`config.mk`:
```
export PLATFORM = sky130hd
export DESIGN_NAME = fpls_seq
export DESIGN_NICKNAME = d
export VERILOG_FILES = /design/src/rtl/fpls_pkg.sv /design/src/rtl/fpls_decode.sv /design/src/rtl/fpls_agen.sv /design/src/rtl/fpls_ctrl.sv /design/src/rtl/fpls_seq.sv
export SDC_FILE = /design/constraint.sdc
export NUM_CORES = 1
export LEC_CHECK = 0
export BUFFER_PORTS_ARGS = -buffer_cell sky130_fd_sc_hd__buf_2
export CORE_AREA = 3 3 125 127
export CTS_BUF_LIST = sky130_fd_sc_hd__clkbuf_2 sky130_fd_sc_hd__clkbuf_4 sky130_fd_sc_hd__clkbuf_8
export DETAILED_ROUTE_END_ITERATION = 10
export DIE_AREA = 0 0 128 130
export PLACE_DENSITY = 0.77
export SYNTH_ARGS = -nofsm -noshare
export SYNTH_HDL_FRONTEND = slang
export SYNTH_HIERARCHICAL = 1
export SYNTH_SLANG_ARGS = --single-unit
```
`constraint.sdc`:
```
create_clock -name clk -period 9.3 [get_ports clk]
set_input_delay 1.395 -clock clk [delete_from_list [all_inputs] [get_ports clk]]
set_output_delay 1.395 -clock clk [all_outputs]
set_load 0.01 [all_outputs]
```
`src/rtl/fpls_pkg.sv`:
```
package fpls_pkg;
  localparam int RIDX_W = 5;

  localparam logic [5:0] OP_FLD_IDX = 6'h08;
  localparam logic [5:0] OP_FLD_IMM = 6'h09;
  localparam logic [5:0] OP_FST_IDX = 6'h0a;
  localparam logic [5:0] OP_FST_IMM = 6'h0b;

  typedef enum logic [1:0] {ST_IDLE, ST_ADDR, ST_XFER, ST_FIN} fpls_state_e;
  typedef enum logic [1:0] {SZ_WORD, SZ_PAIR, SZ_QUAD} fpls_size_e;

  typedef struct packed {
    logic              store;
    logic              imm_form;
    logic              autoinc;
    logic [RIDX_W-1:0] base_reg;
    logic [RIDX_W-1:0] idx_reg;
  } fpls_op_t;
endpackage

```
`src/rtl/fpls_decode.sv`:
```
module fpls_decode import fpls_pkg::*; (
  input  logic [31:0]       insn,
  output fpls_op_t          op,
  output logic              legal,
  output logic [2:0]        nwords,
  output logic [15:0]       off_m,
  output logic [RIDX_W-1:0] fgrp
);
  logic [5:0]        opc;
  fpls_size_e        sz;
  logic [15:0]       lowmask;
  logic [RIDX_W-1:0] freg;

  always_comb begin
    opc         = insn[31:26];
    legal       = (opc == OP_FLD_IDX) || (opc == OP_FLD_IMM) ||
                  (opc == OP_FST_IDX) || (opc == OP_FST_IMM);
    op.store    = (opc == OP_FST_IDX) || (opc == OP_FST_IMM);
    op.imm_form = opc[0];
    op.autoinc  = insn[0];
    op.base_reg = insn[25:21];
    op.idx_reg  = insn[15:11];
    freg        = insn[20:16];
    if (insn[1])      sz = SZ_WORD;
    else if (insn[2]) sz = SZ_QUAD;
    else              sz = SZ_PAIR;
    case (sz)
      SZ_WORD: begin nwords = 3'd1; lowmask = 16'hFFFC; end
      SZ_PAIR: begin nwords = 3'd2; lowmask = 16'hFFF8; end
      default: begin nwords = 3'd4; lowmask = 16'hFFF0; end
    endcase
    off_m = insn[15:0] & lowmask;
    fgrp  = freg & ~RIDX_W'(nwords - 3'd1);
  end
endmodule

```
`src/rtl/fpls_agen.sv`:
```
module fpls_agen #(
  parameter int XLEN = 32
) (
  input  logic            imm_form,
  input  logic [15:0]     off_m,
  input  logic [XLEN-1:0] base_val,
  input  logic [XLEN-1:0] idx_val,
  output logic [XLEN-1:0] ea
);
  logic [XLEN-1:0] addend;

  always_comb begin
    addend = imm_form ? {{(XLEN-16){off_m[15]}}, off_m} : idx_val;
    ea     = base_val + addend;
  end
endmodule

```
`src/rtl/fpls_ctrl.sv`:
```
module fpls_ctrl import fpls_pkg::*; #(
  parameter int MAXW  = 4,
  localparam int CNT_W = $clog2(MAXW)
) (
  input  logic             clk,
  input  logic             rst,
  input  logic             start,
  input  logic             legal,
  input  logic [CNT_W-1:0] last,
  output fpls_state_e      state,
  output logic [CNT_W-1:0] cnt,
  output logic             accept
);
  assign accept = (state == ST_IDLE) && start && legal;

  always_ff @(posedge clk) begin
    if (rst) begin
      state <= ST_IDLE;
      cnt   <= '0;
    end else begin
      case (state)
        ST_IDLE: if (accept) state <= ST_ADDR;
        ST_ADDR: begin
          state <= ST_XFER;
          cnt   <= '0;
        end
        ST_XFER: begin
          if (cnt == last) state <= ST_FIN;
          else             cnt   <= cnt + 1'b1;
        end
        default: state <= ST_IDLE;
      endcase
    end
  end
endmodule

```
`src/rtl/fpls_seq.sv`:
```
module fpls_seq import fpls_pkg::*; #(
  parameter int XLEN = 32,
  parameter int MAXW = 4
) (
  input  logic                    clk,
  input  logic                    rst,
  input  logic                    start,
  input  logic [31:0]             instr,
  output logic                    busy,
  output logic                    done,
  output logic [fpls_pkg::RIDX_W-1:0] int_ra_base,
  output logic [fpls_pkg::RIDX_W-1:0] int_ra_idx,
  input  logic [XLEN-1:0]         int_rd_base,
  input  logic [XLEN-1:0]         int_rd_idx,
  output logic                    int_we,
  output logic [fpls_pkg::RIDX_W-1:0] int_waddr,
  output logic [XLEN-1:0]         int_wdata,
  output logic [fpls_pkg::RIDX_W-1:0] fp_raddr,
  input  logic [XLEN-1:0]         fp_rdata,
  output logic                    fp_we,
  output logic [fpls_pkg::RIDX_W-1:0] fp_waddr,
  output logic [XLEN-1:0]         fp_wdata,
  output logic [XLEN-1:0]         mem_addr,
  output logic                    mem_we,
  output logic [XLEN-1:0]         mem_wdata,
  input  logic [XLEN-1:0]         mem_rdata
);
  localparam int CNT_W = $clog2(MAXW);

  fpls_state_e       state;
  logic [CNT_W-1:0]  cnt;
  logic              accept;
  logic [31:0]       insn_q;
  logic [31:0]       dec_in;
  fpls_op_t          op;
  logic              legal;
  logic [2:0]        nwords;
  logic [15:0]       off_m;
  logic [RIDX_W-1:0] fgrp;
  logic [RIDX_W-1:0] fidx;
  logic [XLEN-1:0]   ea;
  logic [XLEN-1:0]   ea_q;
  logic              xfer;

  assign dec_in = (state == ST_IDLE) ? instr : insn_q;

  fpls_decode u_dec (
    .insn   (dec_in),
    .op     (op),
    .legal  (legal),
    .nwords (nwords),
    .off_m  (off_m),
    .fgrp   (fgrp)
  );

  fpls_agen #(.XLEN(XLEN)) u_agen (
    .imm_form (op.imm_form),
    .off_m    (off_m),
    .base_val (int_rd_base),
    .idx_val  (int_rd_idx),
    .ea       (ea)
  );

  fpls_ctrl #(.MAXW(MAXW)) u_ctrl (
    .clk    (clk),
    .rst    (rst),
    .start  (start),
    .legal  (legal),
    .last   (CNT_W'(nwords - 3'd1)),
    .state  (state),
    .cnt    (cnt),
    .accept (accept)
  );

  always_ff @(posedge clk) begin
    if (rst) begin
      insn_q <= '0;
      ea_q   <= '0;
    end else begin
      if (accept)             insn_q <= instr;
      if (state == ST_ADDR)   ea_q   <= ea;
    end
  end

  assign xfer        = (state == ST_XFER);
  assign fidx        = fgrp | {{(RIDX_W-CNT_W){1'b0}}, cnt};
  assign busy        = (state != ST_IDLE);
  assign done        = (state == ST_FIN);
  assign int_ra_base = op.base_reg;
  assign int_ra_idx  = op.idx_reg;
  assign int_we      = done && op.autoinc && (op.base_reg != '0);
  assign int_waddr   = op.base_reg;
  assign int_wdata   = ea_q;
  assign mem_addr    = ea_q + {{(XLEN-CNT_W-2){1'b0}}, cnt, 2'b00};
  assign mem_we      = xfer && op.store;
  assign mem_wdata   = fp_rdata;
  assign fp_raddr    = fidx;
  assign fp_we       = xfer && !op.store;
  assign fp_waddr    = fidx;
  assign fp_wdata    = mem_rdata;
endmodule

```
======== After elaboration in Yosys (flattened, before gate mapping) ========
Cells that the tools add are included.
word-level totals
  input port bits ......................... 163
  logic and storage cells ................. 54
  register bits after elaboration ......... 68
  output and inout port bits .............. 158
operators by class
  add/subtract/negate cells ............... 5
  reductions and logical operators ........ 18
  equality and inequality tests ........... 12
  bitwise operators ....................... 4
  multiplexer cells ....................... 11
operators with widths
  kind                                                                count
  32-bit 2-to-1 mux                                                   2
  32-bit adder                                                        1
  32-bit by 4-bit adder with 32-bit output                            1
  6-bit by 4-bit == test with 1-bit output, second input constant     4
  16-bit AND                                                          1
  2-bit 2-to-1 mux                                                    5
  4-bit case mux with 2 select lines                                  1
  1-bit logical AND                                                   6
  2-bit case mux with 3 select lines                                  1
  3-bit case mux with 2 select lines                                  1
  5-bit AND                                                           1
  5-bit NOT                                                           1
  5-bit by 2-bit bitwise OR with 5-bit output                         1
  5-bit nonzero test                                                  1
  2-bit by 1-bit == test with 1-bit output, second input constant     2
  2-bit == test, second input constant                                2
  2-bit logical NOT                                                   2
  1-bit logical OR                                                    4
  2-bit != test, second input constant                                2
  2-bit case mux with 2 select lines                                  1
  2-bit AND reduction                                                 2
  2-bit nonzero test                                                  2
  3-bit by 1-bit subtractor with 4-bit output, second input constant  1
  2-bit by 1-bit adder with 2-bit output, second input constant       1
  4 further kinds                                                     4

======== Longest topological paths before layout ========
Gate-level depths: netlist (run 1).
  depth after elaboration ................. 10
  mapped depth ............................ 18
  depth with buffers taken out ............ 15

======== By module ========
Netlist (run 1), hierarchy kept.
modules (own cells, without submodules)
  module       area each (µm²)  times used  seq. area each (µm²)  cells each
  fpls_seq     3829.9           1           1281.2                447
  fpls_agen    2073.2           1           0.0                   296
  fpls_ctrl    284.0            1           80.1                  33
  fpls_decode  282.8            1           0.0                   40

======== Worst setup path before layout (run 1) ========
OpenSTA, ideal clock, no wires.
  path kind ............................... input -> register
  start point ............................. input instr[26]
  end point ............................... register ea_q[30] (netlist: int_wdata[30])
  arrival time ............................ 4.302 ns
  path buffers ............................ 2
  setup time .............................. 0.132 ns
  data required time ...................... 9.168 ns
  stages on the path ...................... 15
  path slack .............................. 4.865 ns
  cell sequence ........................... mux2_2 > buf_4 > clkbuf_1 > mux2_2 > ha_1 > fa_1 > a21oi_1 > o22ai_1 > o2111ai_1 > a211oi_1 > o21ai_0 > or4b_1 > xor2_1 > nand2_1 > a21oi_1
RTL lines
  element               RTL line        text
  from (decl)           fpls_seq.sv:8   input logic [31:0] instr,
  to (signal assigned)  fpls_seq.sv:78  ea_q <= '0;
  to (signal assigned)  fpls_seq.sv:81  if (state == ST_ADDR) ea_q <= ea;
  to (decl)             fpls_seq.sv:42  logic [XLEN-1:0] ea_q;

======== Worst setup path in the final report (run 1) ========
  start point ............................. input instr[26]
  end point ............................... register ea_q[30] (netlist: int_wdata[30])
between the ends
  cells in the longest elaborated chain, start to end .. 3
RTL lines
  element            RTL line         text
  32-bit 2-to-1 mux  fpls_seq.sv:45   assign dec_in = (state == ST_IDLE) ? instr : insn_q;
  via dec_in[26]     fpls_seq.sv:34   logic [31:0] dec_in;
  32-bit 2-to-1 mux  fpls_agen.sv:13  addend = imm_form ? {{(XLEN-16){off_m[15]}}, off_m} : idx_val;
  32-bit adder       fpls_agen.sv:14  ea = base_val + addend;
  via ea[30]         fpls_seq.sv:41   logic [XLEN-1:0] ea;
The timed path passes the listed nets, and every way through them passes these cells.
A chain may end at the register's enable or synchronous reset.

==> metrics.yaml, run 1 <==
numClockSinks: 68
floorplan.die.width_um: 128
route.detailed.vias_per_inst: 5.24
core_region_area_um2: 14500
regToRegSetupSlack_ns: 4.77
detailedRoute.firstIterationViolations: 421
final.period_utilization: 0.495
period_needed_ns: 4.60
clock-skew-final_ns: 0.00710
max_cap_viol_count: 0
timing_worst_slew_pin_value_ns: 1.21
drt_drc_violations_left: 0
ctsLongestPathBuffers: 2
grt.total_usage: 0.193
hp-class: "register to register"
cts.repair.resized: 0
per_cell_routed_wire_length_um: 15.6
p_int_mw: 0.855
count_of_boundary_i_o_pins: 321
powerDensity_nw_per_um2: 220
die_y_um: 130
routed_wl_um: 16600
power.static_leakage_nw: 3.23
max_clock_freq_ghz: 0.217
sw_frac_of_total: 0.438
port-buffer-count: 192
final_antenna_net_count: 0
timing.critical_path.required_ns: 9.58
syn_area_um2: 6470
globalplace.congestion: 0.952
syn_avg_cell_area_um2: 7.93
global_route.overflow_total: 0
post-cts-setup-buffers: 0
final_core_util: 0.475
dr.pass1.iters: 5
power_switching_mw: 0.665
report.final.setup_viol: 0
worst_path_max_fanout: 33
grt_antenna_before_repair: 1
seqCellArea_um2: 1360
multiInputGateArea_um2: 4010
worst_slew_slack_as_a_fraction_of_its_limit: 0.191
vdd_drop_max_uv: 102
h-tree-depth: 3
clock_tree.root_cell: "sky130_fd_sc_hd__clkbuf_8"
cts_hold_repair.buffers: 0
fp.dieArea_um2: 16600
cts_tree: "built"
area_growth_syn_to_layout_pct: 6.68
seq_power_share: 0.270
grt_max_degree: 71
grt_first_pass_wirelength_um: 26100
grt_pass1_vias: 5206
startpoint_to_endpoint_class_of_the_critical_path: "input pin to register"
run_status: "finished, final reports clean"
comb_power_share: 0.568
timing.final.max_slew_violations: 0
rsz0062_at_grt: "false"
dp.final_hpwl_um: 13300
worst_setup_path_start_kind: "input pin"
vias: 5580
tritoncts.num_buffers: 9
power.share.clock: 0.161
clk_slew_on_worst_s_h_paths_ns: 0.07
endpoint_kind: "register"
filler_cell_count: 1469
hold_viol: 0
core.rowCount: 44
clock_latency_ns: 0.35
proportion_of_layout_cells_with_a_drive_suffix_above_1: 0.309
cp.arrival_ns: 4.88
final_stage_net_count: 1076
initial_core_util: 0.445
synthesis.instances: 815
totalNegativeSetupSlack_ns: 0
synth.yosys.warnings: 6
## area by class of cell
class | count | share of cell area
Multi-Input combinational cell | 568 | 0.581
Sequential cell | 68 | 0.197
Timing Repair Buffer | 194 | 0.141
Tap cell | 184 | 0.0334
Clock buffer | 12 | 0.0212
Inverter | 33 | 0.0180
Clock inverter | 4 | 0.00707
Antenna cell | 2 | 0.000726
## final timing paths
check,from,endpoint,cells after the start
max,instr[26],int_wdata[30],14
min,int_wdata[1],int_wdata[1],2
max reg2reg,u_ctrl/state[1],int_wdata[30],15
min reg2reg,int_wdata[1],int_wdata[1],2
## sequential cells by signal, indices dropped and copies added (netlist names)
register      count
u_ctrl/cnt        2
u_ctrl/state      2
insn_q           32
int_wdata        32
## power groups by stage
stage               Sequential, mW  Clock (mW)  Combinational, mW
floorplan                    0.414           0              0.692
global placement             0.416           0              0.859
detailed placement           0.418           0              0.860
CTS                          0.411       0.253              0.864
global route                 0.421       0.264              0.958
finish                       0.411       0.246              0.864
## placed cells by master, fill, tap and decap left out, types with 4 or more instances in the layout
master and n:
sky130_fd_sc_hd__buf_2 192, sky130_fd_sc_hd__nand2_1 96, sky130_fd_sc_hd__dfxtp_1 68, sky130_fd_sc_hd__a21oi_1 66, sky130_fd_sc_hd__mux2_2 47, sky130_fd_sc_hd__xnor2_1 45
sky130_fd_sc_hd__nor2_1 45, sky130_fd_sc_hd__ha_1 37, sky130_fd_sc_hd__mux2i_1 35, sky130_fd_sc_hd__inv_1 33, sky130_fd_sc_hd__o21ai_0 31, sky130_fd_sc_hd__nand4_1 17
sky130_fd_sc_hd__nand3_1 17, sky130_fd_sc_hd__a21o_1 17, sky130_fd_sc_hd__xor2_1 15, sky130_fd_sc_hd__and2_1 10, sky130_fd_sc_hd__and4_1 9, sky130_fd_sc_hd__clkbuf_8 9
sky130_fd_sc_hd__and3_1 8, sky130_fd_sc_hd__o211ai_1 6, sky130_fd_sc_hd__o21bai_1 5, sky130_fd_sc_hd__nor3_1 4, sky130_fd_sc_hd__nand2b_1 4, sky130_fd_sc_hd__a31oi_1 4
## metal layers
| metal | vias to the layer above | track usage | part of all wire |
|---|---|---|---|
| met5 | - | 0 | 0 |
| met4 | 0 | 0.0893 | 0.027 |
| met3 | 43 | 0.0405 | 0.065 |
| met2 | 175 | 0.303 | 0.46 |
| met1 | 2535 | 0.256 | 0.45 |
| li1 | 2827 | - | - |
## per-stage QoR
step / area, um2 / hold WS (ns) / power (mW) / setup slack (ns) / instances
global route: 6900 / 0.522 / 1.64 / 4.39 / 1064
global placement: 6700 / 0.468 / 1.27 / 4.43 / 1047
floorplan: 6470 / 0.456 / 1.11 / 4.87 / 816
finish: 6900 / 0.490 / 1.52 / 4.70 / 1065
detailed placement: 6700 / 0.482 / 1.28 / 4.36 / 1047
CTS: 6890 / 0.497 / 1.53 / 4.73 / 1063
## worst max-delay path: stages
cell,delay [ns]
sky130_fd_sc_hd__buf_2,0.09
sky130_fd_sc_hd__mux2_2,0.60
sky130_fd_sc_hd__nand2_1,0.51
sky130_fd_sc_hd__o21ai_0,0.23
sky130_fd_sc_hd__ha_1,0.37
sky130_fd_sc_hd__a21o_1,0.20
sky130_fd_sc_hd__a21o_1,0.18
sky130_fd_sc_hd__a21oi_2,0.19
sky130_fd_sc_hd__a2bb2oi_2,0.15
sky130_fd_sc_hd__a21oi_1,0.07
sky130_fd_sc_hd__or4b_1,0.52
sky130_fd_sc_hd__xor2_1,0.14
sky130_fd_sc_hd__nand2_1,0.06
sky130_fd_sc_hd__a21oi_1,0.15
No activity file was read; power rests on OpenSTA's default activity.
==> run 2, diff against run 1 <==
ABC_AREA = 1   (was unset)
CORE_AREA = unset   (was 3 3 125 127)
CORE_MARGIN = 3   (was unset)
CORE_UTILIZATION = 50   (was unset)
DIE_AREA = unset   (was 0 0 128 130)
PLACE_DENSITY = 0.84   (was 0.77)
clock period = 4.75 ns   (was 9.3 ns; I/O delays follow)
==> run 2 against run 1 <==
Final cell count grew 45%. Die area shrank 3.0%. Synthesized cell count grew 58%. First-iteration DRC count grew 54%. Critical path type is now register to register. Highest routed layer unchanged.
==> metrics.yaml, run 2 <==
fp.dieArea_um2: 16100  # -3.0%
clk_slew_on_worst_s_h_paths_ns: 0.07  # about the same
cts_hold_repair.buffers: 0  # unchanged
worst_setup_path_start_kind: "register"
core.rowCount: 43  # -2.3%
mostFrequentLayoutCell: "sky130_fd_sc_hd__nand2_1"
final.period_utilization: 0.765
worst_path_max_fanout: 29  # -12%
seq_power_share: 0.206  # -0.064
grt_pass1_vias: 6787  # +30%
timing.critical_path.required_ns: 5.02  # -4.56 ns
core_region_area_um2: 14100  # -3.0%
routedLengthMet1_um: 9740  # +30%
rsz0062_at_grt: "false"
port-buffer-count: 192  # unchanged
proportion_of_layout_cells_with_a_drive_suffix_above_1: 0.185  # -0.125
worst_slew_slack_as_a_fraction_of_its_limit: 0.344  # +0.153
timing.final.max_slew_violations: 0  # unchanged
clock-skew-final_ns: 0.0132  # +0.00611 ns
synth.most_common_cell: "sky130_fd_sc_hd__nand2_1"
synthesis.instances: 1290  # +58%
detailedRoute.firstIterationViolations: 650  # +54%
worst_r2r_endpoint: "int_wdata[22]"
per_cell_routed_wire_length_um: 13.1  # -16%
dr.pass1.iters: 5  # unchanged
dp.final_hpwl_um: 16600  # +25%
totalNegativeSetupSlack_ns: 0  # unchanged
endpoint_kind: "register"
layout_common_cells: "sky130_fd_sc_hd__nand2_1, sky130_fd_sc_hd__buf_2, sky130_fd_sc_hd__inv_1"
floorplan.die.width_um: 127  # -0.75%
tritoncts.num_buffers: 9  # unchanged
highest_layer: "met4"
area_growth_syn_to_layout_pct: 7.82
cts.repair.resized: 0  # unchanged
grt.total_usage: 0.248  # +0.0544
count_of_boundary_i_o_pins: 321  # unchanged
hp-class: "register to register"
ys_ff_latch: 68
vdd_drop_max_uv: 176  # +72%
number_of_enable_type_register_cells_in_the_synthesized_netlist: 0
synth_top_cell_area_share: 0.280
final_antenna_net_count: 0  # unchanged
synth_sequential_area_ratio: 0.186
drt_drc_violations_left: 0  # unchanged
die_y_um: 127  # -2.3%
global_route.overflow_total: 0  # unchanged
hold_path_end: "insn_q[13]"
post_place_setup_slack_ns: 1.20  # -3.16 ns
grt_antenna_before_repair: 0  # -1
syn_avg_cell_area_um2: 5.68  # -28%
globalplace.congestion: 0.960  # +0.87%
routed-wl-met3_um: 1330  # +23%
post-cts-setup-buffers: 0  # unchanged
seqCellArea_um2: 1360  # unchanged
grt_first_pass_wirelength_um: 32900  # +26%
synth_top_cell_by_area: "sky130_fd_sc_hd__nand2_1"
report.final.setup_viol: 0  # unchanged
synth.top_cells.by_count: "sky130_fd_sc_hd__nand2_1, sky130_fd_sc_hd__inv_1, sky130_fd_sc_hd__buf_4"
initial_core_util: 0.520  # +0.0748
final_worst_slack_ns: 1.12  # -3.58 ns
startpoint_to_endpoint_class_of_the_critical_path: "register to register"
power_switching_mw: 2.05  # +210%
power.static_leakage_nw: 4.52  # +40%
timing_worst_slew_pin_value_ns: 0.983  # -0.225 ns
cts_tree: "built"
n_antenna_cell: 0  # -2
numClockSinks: 68  # unchanged
multiInputGateArea_um2: 4430  # +11%
final_core_util: 0.560  # +0.0858
clock_latency_ns: 0.36  # about the same
route.detailed.vias_per_inst: 4.93  # -6.0%
ys.flop_type: "sky130_fd_sc_hd__dfxtp_1"
filler_cell_count: 1538  # +4.7%
ctsLongestPathBuffers: 2  # unchanged
power.share.clock: 0.151  # -0.010
final_stage_net_count: 1565  # +45%
routed_wl_um: 20300  # +23%
period_needed_ns: 3.63
r2r-start: "u_ctrl/state[0]"
yosys-top-cells-area: "sky130_fd_sc_hd__nand2_1, sky130_fd_sc_hd__dfxtp_1, sky130_fd_sc_hd__buf_4, sky130_fd_sc_hd__inv_1, sky130_fd_sc_hd__ha_1"
h-tree-depth: 3  # unchanged
regToRegSetupSlack_ns: 1.12  # -3.65 ns
sw_frac_of_total: 0.508  # +0.0706
syn_area_um2: 7330  # +13%
max_cap_viol_count: 0  # unchanged
max_clock_freq_ghz: 0.275
hold-path-cell-count: 2  # unchanged
hp-start: "insn_q[13]"
p_int_mw: 1.98  # +130%
cp.arrival_ns: 3.90  # -0.98 ns
hold_viol: 0  # unchanged
number_of_library_cell_types_mapped_by_synthesis: 33
grt_max_degree: 37  # -48%
comb_power_share: 0.643  # +0.075
metal2_wl_um: 8740  # +16%
async_reset_ff_frac: 0
vias: 7625  # +37%
synth.yosys.warnings: 6  # unchanged
clock_tree.root_cell: "sky130_fd_sc_hd__clkbuf_8"
timing.reg2reg.worst_path_depth: 18  # +3
powerDensity_nw_per_um2: 510  # +130%
run_status: "finished, final reports clean"
run 2: cell type report:
cell class | count | area share
clock inverter | 4 | 0.0120
multi-input combinational | 920 | 0.561
tap | 180 | 0.0285
inverter | 167 | 0.0794
timing repair buffer | 197 | 0.126
sequential | 68 | 0.172
clock buffer | 12 | 0.0201
run 2: kinds of logic after synthesis:
family	count (synthesis)	synth area share
AO/OA/AOI/OAI	110	0.0781
adder cells (fa/ha/maj)	39	0.0687
XOR/XNOR	33	0.0395
flip-flops	68	0.186
buffers and inverters	303	0.210
AND/OR/NAND/NOR	721	0.394
other	1	0.000512
multiplexers	15	0.0231
run 2: power groups by stage:
stage               registers [mW]  clock network [mW]  logic [mW]
floorplan                    0.827                   0        2.03
global placement             0.835                   0        2.56
detailed placement           0.839                   0        2.56
CTS                          0.826               0.618        2.58
global route                 0.849               0.641        2.92
finish                       0.828               0.608        2.59
run 2: routing by layer:
metal | vias to the layer above | track usage
met4 | 0 | 0.0852
met3 | 50 | 0.0364
met5 | - | 0
met2 | 258 | 0.378
li1 | 3983 | -
met1 | 3334 | 0.357
run 2: how the worst max path moves through the flow:
stage,cells after the start,from,to,slack [ns]
after floorplan,22,u_ctrl/state[0],int_wdata[20],1.53
after global placement,18,instr[26],int_wdata[22],1.26
after detailed placement,18,u_ctrl/state[0],int_wdata[22],1.20
after CTS,18,u_ctrl/state[0],int_wdata[22],1.16
after global routing,20,u_ctrl/state[0],int_wdata[31],0.73
final,18,u_ctrl/state[0],int_wdata[22],1.12
run 2: through the flow:
stage	hold slack [ns]	std cells	instance area (um2)	power, mW
after global routing	0.477	1548	7900	4.41
final	0.462	1548	7900	4.03
after CTS	0.464	1548	7900	4.02
after detailed placement	0.453	1532	7640	3.40
after global placement	0.448	1532	7640	3.39
after floorplan	0.441	1291	7330	2.86
run 2: worst max-delay path: stages, from the launching register on:
cell	delay, ns
sky130_fd_sc_hd__dfxtp_1	0.40
sky130_fd_sc_hd__nor2_2	0.41
sky130_fd_sc_hd__inv_1	0.11
sky130_fd_sc_hd__nand2_1	0.08
sky130_fd_sc_hd__nand2_1	0.14
sky130_fd_sc_hd__buf_4	0.27
sky130_fd_sc_hd__nand2_1	0.36
sky130_fd_sc_hd__o21ai_0	0.17
sky130_fd_sc_hd__ha_1	0.42
sky130_fd_sc_hd__nand2_1	0.14
sky130_fd_sc_hd__nor2_1	0.28
sky130_fd_sc_hd__nand2_1	0.12
sky130_fd_sc_hd__inv_1	0.07
sky130_fd_sc_hd__nand2_1	0.08
sky130_fd_sc_hd__nand2_1	0.08
sky130_fd_sc_hd__nand2_1	0.05
sky130_fd_sc_hd__nand2_1	0.11
sky130_fd_sc_hd__nor2_1	0.06
sky130_fd_sc_hd__a211oi_1	0.17
==> run 3, diff against run 2 <==
CORE_UTILIZATION = 45   (was 50)
PLACE_DENSITY = 0.8   (was 0.84)
clock period = 3.23 ns   (was 4.75 ns; I/O delays follow)
==> run 3 against run 2 <==
Clock power grew 19%. Utilization shrank 5.9 points. Highest routed layer unchanged. Cell area grew 0.92%. Non-clock buffer count grew 4. Worst hold slack lost 0.067 ns. Setup slack lost 0.87 ns. Flip-flop and latch count is the same. Power grew 45%. Wire length is essentially flat. Clock skew grew 0.0066 ns.
==> metrics.yaml, run 3 (synthesized netlist as in run 2, its figures left out) <==
h-tree-depth: 3  # unchanged
floorplan.die.width_um: 134  # +5.2%
routed_wl_um: 20300  # about the same
dp.final_hpwl_um: 16700  # +0.88%
post_place_setup_slack_ns: 0.188  # -1.01 ns
count_of_boundary_i_o_pins: 321  # unchanged
detailedRoute.firstIterationViolations: 493  # -24%
globalplace.congestion: 0.940  # -2.1%
cts_tree: "built"
numClockSinks: 68  # unchanged
grt.total_usage: 0.225  # -0.0229
report.final.setup_viol: 0  # unchanged
cp.arrival_ns: 3.25  # -0.65 ns
final_stage_net_count: 1569  # +0.26%
period_needed_ns: 2.98  # -0.654 ns
totalNegativeSetupSlack_ns: 0  # unchanged
grt_max_degree: 37  # unchanged
final_core_util: 0.502  # -0.0585
clk_slew_on_worst_s_h_paths_ns: 0.08  # about the same
fp.dieArea_um2: 17800  # +11%
final.period_utilization: 0.923  # +0.158
seqCellArea_um2: 1360  # unchanged
die_y_um: 134  # +5.2%
layout_common_cells: "sky130_fd_sc_hd__nand2_1, sky130_fd_sc_hd__buf_2, sky130_fd_sc_hd__inv_1"
filler_cell_count: 1722  # +12%
grt_first_pass_wirelength_um: 33500  # +1.8%
ctsLongestPathBuffers: 2  # unchanged
hold_viol: 0  # unchanged
mostFrequentLayoutCell: "sky130_fd_sc_hd__nand2_1"
hp-class: "input pin to register"
startpoint_to_endpoint_class_of_the_critical_path: "register to register"
timing.critical_path.required_ns: 3.50  # -1.52 ns
final_worst_slack_ns: 0.250  # -0.866 ns
global_route.overflow_total: 0  # unchanged
worst_slew_slack_as_a_fraction_of_its_limit: 0.320  # -0.0237
initial_core_util: 0.461  # -0.0585
multiInputGateArea_um2: 4450  # +0.45%
r2r-start: "u_ctrl/state[1]"
vias: 7609  # -0.21%
tritoncts.num_buffers: 9  # unchanged
hp-start: "instr[31]"
core.rowCount: 46  # +7.0%
power.static_leakage_nw: 4.52  # about the same
timing.final.max_slew_violations: 0  # unchanged
clock_tree.root_cell: "sky130_fd_sc_hd__clkbuf_8"
rsz0062_at_grt: "false"
core_region_area_um2: 15900  # +13%
timing_worst_slew_pin_value_ns: 1.02  # +0.0355 ns
dr.pass1.iters: 5  # unchanged
area_growth_syn_to_layout_pct: 8.81
max_clock_freq_ghz: 0.336  # +22%
startpoint: "u_ctrl/state[1]"
drt_drc_violations_left: 0  # unchanged
endpoint_kind: "register"
worst_path_max_fanout: 32  # +10%
vdd_drop_max_uv: 257  # +46%
proportion_of_layout_cells_with_a_drive_suffix_above_1: 0.192  # +0.00748
grt_pass1_vias: 6970  # +2.7%
powerDensity_nw_per_um2: 730  # +43%
per_cell_routed_wire_length_um: 12.8  # -2.5%
clock_latency_ns: 0.34  # -0.02 ns
final_antenna_net_count: 0  # unchanged
grt_antenna_before_repair: 2  # +2
max_cap_viol_count: 0  # unchanged
port-buffer-count: 192  # unchanged
run_status: "finished, final reports clean"
worst_setup_path_start_kind: "register"
route.detailed.vias_per_inst: 4.79  # -2.8%
clock-skew-final_ns: 0.0198  # +0.00661 ns
totalPowerFinal_mw: 5.82  # +45%
[run 3: cell count changes in the layout (fill, tap and decap cells not counted), moves of 2 or more]
cell / before / now
sky130_fd_sc_hd__buf_12: 0 / 2
sky130_fd_sc_hd__buf_4: 5 / 7
sky130_fd_sc_hd__diode_2: 0 / 2
sky130_fd_sc_hd__bufinv_16: 3 / 1
sky130_fd_sc_hd__ha_1: 37 / 33
sky130_fd_sc_hd__ha_2: 0 / 4
[run 3: routing by layer]
layer / up-vias / global-route usage / part of all wire
met5: - / 0 / 0
met4: 0 / 0.0800 / 0.025
met3: 42 / 0.0272 / 0.051
met2: 221 / 0.348 / 0.43
met1: 3368 / 0.322 / 0.49
li1: 3978 / - / -
[run 3: per-stage QoR]
step | area (um2) | instances | hold slack (ns)
finish | 7970 | 1590 | 0.395
global route | 7970 | 1590 | 0.389
CTS | 7930 | 1588 | 0.381
detailed placement | 7730 | 1572 | 0.452
global placement | 7730 | 1572 | 0.448
floorplan | 7330 | 1291 | 0.441
[run 3: what timing repair did]
| item | 4_1_cts | 5_1_grt |
|---|---|---|
| buffers inserted | 0 | 0 |
| gates resized for setup | 0 | 11 |
| setup endpoints to repair | 0 | 21 |
| hold buffers | 0 | 0 |
[run 3: worst paths after layout]
check | to | slack [ns] | cells after the start
max | int_wdata[21] | 0.25 | 19
min | insn_q[31] | 0.39 | 3
max reg2reg | int_wdata[21] | 0.25 | 19
min reg2reg | insn_q[19] | 0.46 | 2
[run 3: where the power goes]
group / total (mW) / internal (mW) / switching [mW] / leakage (nW)
Combinational: 3.89 / 1.43 / 2.45 / 3.86
Sequential: 1.21 / 0.993 / 0.218 / 0.552
Clock: 0.722 / 0.394 / 0.328 / 0.107
Total: 5.82 / 2.82 / 3.00 / 4.52
[run 3: final cells by class]
cell class	instances	share of cell area
inverters	167	0.0786
repair buffers	201	0.132
well taps	216	0.0339
clock inverters	4	0.00612
multi-input cells	920	0.559
flip-flops and latches	68	0.171
clock buffers	12	0.0191
diodes	2	0.000628
[run 3: critical path: stages, from the launching register on]
cell and delay [ns]:
sky130_fd_sc_hd__dfxtp_1 0.38, sky130_fd_sc_hd__nor2_4 0.07, sky130_fd_sc_hd__inv_2 0.09, sky130_fd_sc_hd__nand2_1 0.06, sky130_fd_sc_hd__nand2_1 0.13, sky130_fd_sc_hd__buf_12 0.20, sky130_fd_sc_hd__mux2_2 0.36, sky130_fd_sc_hd__ha_2 0.39
sky130_fd_sc_hd__nand2_1 0.11, sky130_fd_sc_hd__inv_1 0.08, sky130_fd_sc_hd__nand2_1 0.08, sky130_fd_sc_hd__nor3_1 0.16, sky130_fd_sc_hd__nand2_1 0.09, sky130_fd_sc_hd__nand2_1 0.15, sky130_fd_sc_hd__nand2_1 0.11, sky130_fd_sc_hd__nand2_1 0.07
sky130_fd_sc_hd__nand2_1 0.05, sky130_fd_sc_hd__nand2_1 0.11, sky130_fd_sc_hd__nand2_1 0.07, sky130_fd_sc_hd__a21oi_1 0.13
